==> src/rtl/auxadc_regs.sv <==
module auxadc_regs #(
  parameter int NCH = 16,
  parameter int RW  = 12,
  parameter int AW  = 8,
  parameter int DW  = 32
) (
  input  logic          clk,
  input  logic          rst_n,
  input  logic [AW-1:0] bus_addr,
  input  logic          bus_wr,
  input  logic [DW-1:0] bus_wdata,
  input  logic          bus_rd,
  output logic [DW-1:0] bus_rdata,
  output logic [$clog2(NCH)-1:0] conv_sel,
  output logic          conv_start,
  input  logic          conv_busy,
  input  logic          conv_done,
  input  logic [RW-1:0] conv_result
);
  localparam int CW = $clog2(NCH);
  localparam int PWR_BIT = 14;
  localparam logic [AW-1:0] A_CTRL = AW'(8'h00);
  localparam logic [AW-1:0] A_TRIG = AW'(8'h04);
  localparam logic [AW-1:0] A_STAT = AW'(8'h10);
  localparam logic [AW-1:0] A_DATA = AW'(8'h14);
  localparam logic [AW-1:0] A_MISC = AW'(8'h94);
  localparam logic [AW-1:0] A_DEND = AW'(8'h14 + 4 * NCH);

  logic [DW-1:0]  ctrl_q;
  logic [NCH-1:0] trig_q, pend_q, ready_q;
  logic           pwr_q, busy_q, start_q;
  logic [CW-1:0]  sel_q, pick;
  logic [RW-1:0]  data_q [NCH];

  wire wr_trig = bus_wr && bus_addr == A_TRIG;
  wire [NCH-1:0] rise = wr_trig ? (bus_wdata[NCH-1:0] & ~trig_q) : '0;
  wire [NCH-1:0] fall = wr_trig ? ~bus_wdata[NCH-1:0] : '0;
  wire grant    = !busy_q && pwr_q && (|pend_q) && !conv_busy;
  wire done_hit = busy_q && pwr_q && conv_done;
  wire [NCH-1:0] grant_mask = grant ? (NCH'(1) << pick) : '0;
  wire [NCH-1:0] done_mask  = done_hit ? (NCH'(1) << sel_q) : '0;

  always_comb begin
    pick = '0;
    for (int i = NCH - 1; i >= 0; i--)
      if (pend_q[i]) pick = CW'(i);
  end

  always_ff @(posedge clk) begin
    if (!rst_n) begin
      ctrl_q  <= '0;
      trig_q  <= '0;
      pend_q  <= '0;
      ready_q <= '0;
      pwr_q   <= 1'b0;
      busy_q  <= 1'b0;
      start_q <= 1'b0;
      sel_q   <= '0;
      for (int i = 0; i < NCH; i++) data_q[i] <= '0;
    end else begin
      start_q <= grant;
      if (grant) sel_q <= pick;
      if (done_hit) data_q[sel_q] <= conv_result;
      ready_q <= (ready_q | done_mask) & ~fall;
      pend_q  <= pwr_q ? ((pend_q & ~grant_mask) | rise) : '0;
      if (!pwr_q)        busy_q <= 1'b0;
      else if (grant)    busy_q <= 1'b1;
      else if (done_hit) busy_q <= 1'b0;
      if (wr_trig) trig_q <= bus_wdata[NCH-1:0];
      if (bus_wr && bus_addr == A_CTRL) ctrl_q <= bus_wdata;
      if (bus_wr && bus_addr == A_MISC) pwr_q <= bus_wdata[PWR_BIT];
    end
  end

  wire in_data = bus_addr >= A_DATA && bus_addr < A_DEND && bus_addr[1:0] == 2'b00;
  wire [AW-1:0] doff = bus_addr - A_DATA;
  wire [CW-1:0] didx = CW'(doff >> 2);

  always_comb begin
    bus_rdata = '0;
    if (bus_rd) begin
      if (bus_addr == A_CTRL)      bus_rdata = ctrl_q;
      else if (bus_addr == A_TRIG) bus_rdata = DW'(trig_q);
      else if (bus_addr == A_STAT) bus_rdata = DW'(busy_q);
      else if (bus_addr == A_MISC) bus_rdata = DW'(pwr_q) << PWR_BIT;
      else if (in_data)            bus_rdata = DW'({ready_q[didx], data_q[didx]});
    end
  end

  assign conv_start = start_q;
  assign conv_sel   = sel_q;
endmodule

==> config.mk <==
export PLATFORM = sky130hd
export DESIGN_NAME = auxadc_regs
export DESIGN_NICKNAME = d
export VERILOG_FILES = /design/src/rtl/auxadc_regs.sv
export SDC_FILE = /design/constraint.sdc
export NUM_CORES = 1
export LEC_CHECK = 0
export ABC_AREA = 1
export ABC_CLOCK_PERIOD_IN_PS = 4500
export BUFFER_PORTS_ARGS = -buffer_cell sky130_fd_sc_hd__buf_4
export CAP_MARGIN = 20
export CORE_MARGIN = 5
export CORE_UTILIZATION = 65
export DETAILED_ROUTE_END_ITERATION = 10
export HOLD_SLACK_MARGIN = 0.15
export PLACE_DENSITY = 0.87
export SLEW_MARGIN = 20
export SYNTH_ARGS = -nofsm -noshare
export SYNTH_HDL_FRONTEND = slang
export SYNTH_SLANG_ARGS = --single-unit
==> constraint.sdc <==
create_clock -name clk -period 4.5 [get_ports clk]
set_input_delay 0.9 -clock clk [delete_from_list [all_inputs] [get_ports clk]]
set_output_delay 0.9 -clock clk [all_outputs]
set_load 0.02 [all_outputs]
==> results.sh <==
export IMPL_final_cells=1771
export IMPL_final_setup_viol_count=0
export IMPL_synthDistinctLibCells=37
export IMPL_tns_ps=0
export IMPL_ant_nets=0
export IMPL_max_stage_delay_ps=550
export IMPL_antenna_found_initial=0
export IMPL_io_buffers=94
export IMPL_die_h_um=151
export IMPL_core_um2=19500
export IMPL_reg2reg_setup_slack_ps=1590
export IMPL_post_route_cell_area_um2=14600
export IMPL_synth_fa_ha_area_share_pct=0.291
export IMPL_yosysSeqAreaShare_pct=58.2
export IMPL_p_total_mw=5.84
export IMPL_synth_area_per_cell_um2=8.93
export IMPL_drc=0
export IMPL_leakage_nw=5.73
export IMPL_num_rows=51
export IMPL_drive_above_1_share_pct=13.8
export IMPL_cts_tree="yes"
export IMPL_synth_top_family_by_area="simple AND/OR/NAND/NOR gates"
export IMPL_dp_cells=1719
export IMPL_max_freq_mhz=248
export IMPL_hp_class="register to register"
export IMPL_clk_path_buf_depth=3
export IMPL_skew_ps=15.8
export IMPL_cp_start_kind="primary input"
export IMPL_hold_violations=0
export IMPL_io_pins=95
export IMPL_rsz0062_at_grt="false"
export IMPL_synth_compound_area_share_pct=14.4
export IMPL_min_period_over_period_pct=89.5
export IMPL_place_ws_ps=477
export IMPL_powerDensity_nw_per_um2=399
export IMPL_n_antenna_cell=0
export IMPL_synth_edff_count=192
export IMPL_place_area_um2=13600
export IMPL_num_nets_final=1545
export IMPL_holdWs_ps=459
export IMPL_cts_setup_buffers=0
export IMPL_layout_min_cycle_time_ps=4030
export IMPL_synthSimpleGateAreaFrac_pct=20.5
export IMPL_r2r_end="data_q[0][2]"
export IMPL_crit_fanout=52
export IMPL_yosys_area_top_type="edfxtp_1"
export IMPL_ys_warn_count=0
export IMPL_wirelength_um=37100
export IMPL_maxSlewHeadroom_pct=43.0
export IMPL_area_growth_synth_to_final_pct=13.5
export IMPL_post_drt_wl_per_cell_um=21.0
export IMPL_cts_hold_buf=0
export IMPL_die_w_um=151
export IMPL_cp_data_required_time_ps=3600
export IMPL_grtUsageTotal_pct=32.5
export IMPL_drt_iter0_drc=1346
export IMPL_first_global_vias=10600
export IMPL_grt_max_degree=111
export IMPL_synth_seq_cells=279
export IMPL_drtPass1Iterations=6
export IMPL_syn_num_nets=1505
export IMPL_gp_congestion=0.927
export IMPL_fillers=1416
export IMPL_synth_top_area_share_pct=44.7
export IMPL_mostFrequentLayoutCells="317 x nor2_1, 252 x nand2_1, 192 x edfxtp_1"
export IMPL_end_kind="output pin"
export IMPL_synth_xor_area_share_pct=0.126
export IMPL_critPathLaunch="bus_addr[2]"
export IMPL_status="complete, no violations"
export IMPL_worst_ep_arrival_time_ps=3130
export IMPL_grt_pass1_wl_um=56900
export IMPL_dieArea_um2=22700
export IMPL_final_max_slew_violation_count=0
export IMPL_timing_rr_start="pwr_q"
export IMPL_hp_start="ready_q[9]"
export IMPL_initial_utilization_pct=66.0
export IMPL_crit_chain="buf_4 -> inv_2 -> ha_1 -> inv_2 -> buf_12 -> nand2_1 -> a21oi_1 -> o311ai_0 -> buf_4 -> nand3_1 -> a21oi_1 -> buf_4"
export IMPL_via_count=10900
export IMPL_hpwlAfterDp_um=24400
export IMPL_final_common_cell="nor2_1"
export IMPL_worst_slew_pin_slew_ps=855
export IMPL_syn_area_um2=12900
export IMPL_syn_instance_count=1444
export IMPL_utilization_pct=74.9
export IMPL_vias_per_cell=6.13
export IMPL_max_cap_viol_count=0
export IMPL_gr_total_overflow=0
export IMPL_crit_top_cell="buf_4"
export IMPL_async_flop_share_pct=0
export IMPL_cp_slowest_cell="o311ai_0"
export IMPL_synth_mux_area_share_pct=0
export IMPL_synthTopCellsByArea="edfxtp_1 45%, dfxtp_1 14%, nor2_1 9.2%, nand2_1 7.3%, a21oi_1 6.4%"
export IMPL_crit_path_end="bus_rdata[1]"
export IMPL_cts_htree_levels=1
export IMPL_cts_sinks=279
export IMPL_root_buffer="clkbuf_16"
export IMPL_clk_latency_ps=550
export IMPL_post_cts_resized=0
export IMPL_clkTransAtPathRegs_ps=60
export IMPL_path_class="primary input to output pin"
export IMPL_setup_slack_ps=474
export IMPL_reg2regPathDepth=6
export IMPL_ys_dominant_reg_cell="edfxtp_1"
export IMPL_cts_made_buffers=28
export IMPL_vdd_drop_max_v=0.000437
## layout make-up
type | instances | area [um2] | area share [%]
Clock buffer | 34 | 764 | 5.22
Timing Repair Buffer | 109 | 868 | 5.93
Sequential cell | 279 | 7510 | 51.3
Tap cell | 265 | 332 | 2.27
Inverter | 95 | 357 | 2.44
Multi-Input combinational cell | 971 | 4560 | 31.2
Clock inverter | 18 | 245 | 1.68
## flip-flops by register name, indices dropped and copies added (netlist names)
| register | cells |
|---|---|
| data_q | 192 |
| ctrl_q | 32 |
| pend_q | 16 |
| ready_q | 16 |
| trig_q | 16 |
| conv_sel | 4 |
| busy_q | 1 |
| conv_start | 1 |
| pwr_q | 1 |
## routing by layer
metal,track usage [%],wire [um]
met5,0,0
met4,15.0,1870
met3,6.43,3490
met2,52.2,17600
met1,43.0,14100
## critical path, delay by kind of cell
kind                     cells  cell delay [ps]
AO/OA/AOI/OAI                3              780
adder cells (fa/ha/maj)      1              400
buffers and inverters        6              810
AND/OR/NAND/NOR              2              210
## power breakdown
group / switching [mW] / internal (mW) / leakage [nW]
logic: 0.341 / 0.144 / 2.59
clock network: 0.987 / 1.55 / 0.479
registers: 0.0211 / 2.80 / 2.66
## synthesized netlist by cell type, types with 6 or more instances
cell type  number
o21ai_1         9
o21ai_0        63
o311ai_0       21
nand4_1        11
nand2_2         6
a22oi_1        25
dfxtp_1        87
nor2_1        317
buf_2          47
nand2_1       252
a21oi_2        10
a21oi_1       164
edfxtp_1      192
nand3_1        45
inv_1          84
inv_2          11
nor3_1          6
clkbuf_1       43
o21ai_2        11
## cell families after synthesis
family / after synthesis
AO/OA/AOI/OAI: 317
flip-flops: 279
adder cells (fa/ha/maj): 3
buffers and inverters: 194
AND/OR/NAND/NOR: 650
XOR/XNOR: 1
## worst min path at each step
stage                  endpoint  cells past startpoint
detailed placement   ready_q[9]                      2
floorplan           ready_q[15]                      2
CTS                 ready_q[15]                      2
global placement     ready_q[7]                      2
global route        ready_q[11]                      2
finish               ready_q[9]                      2
No activity file was read; power rests on OpenSTA's default activity.
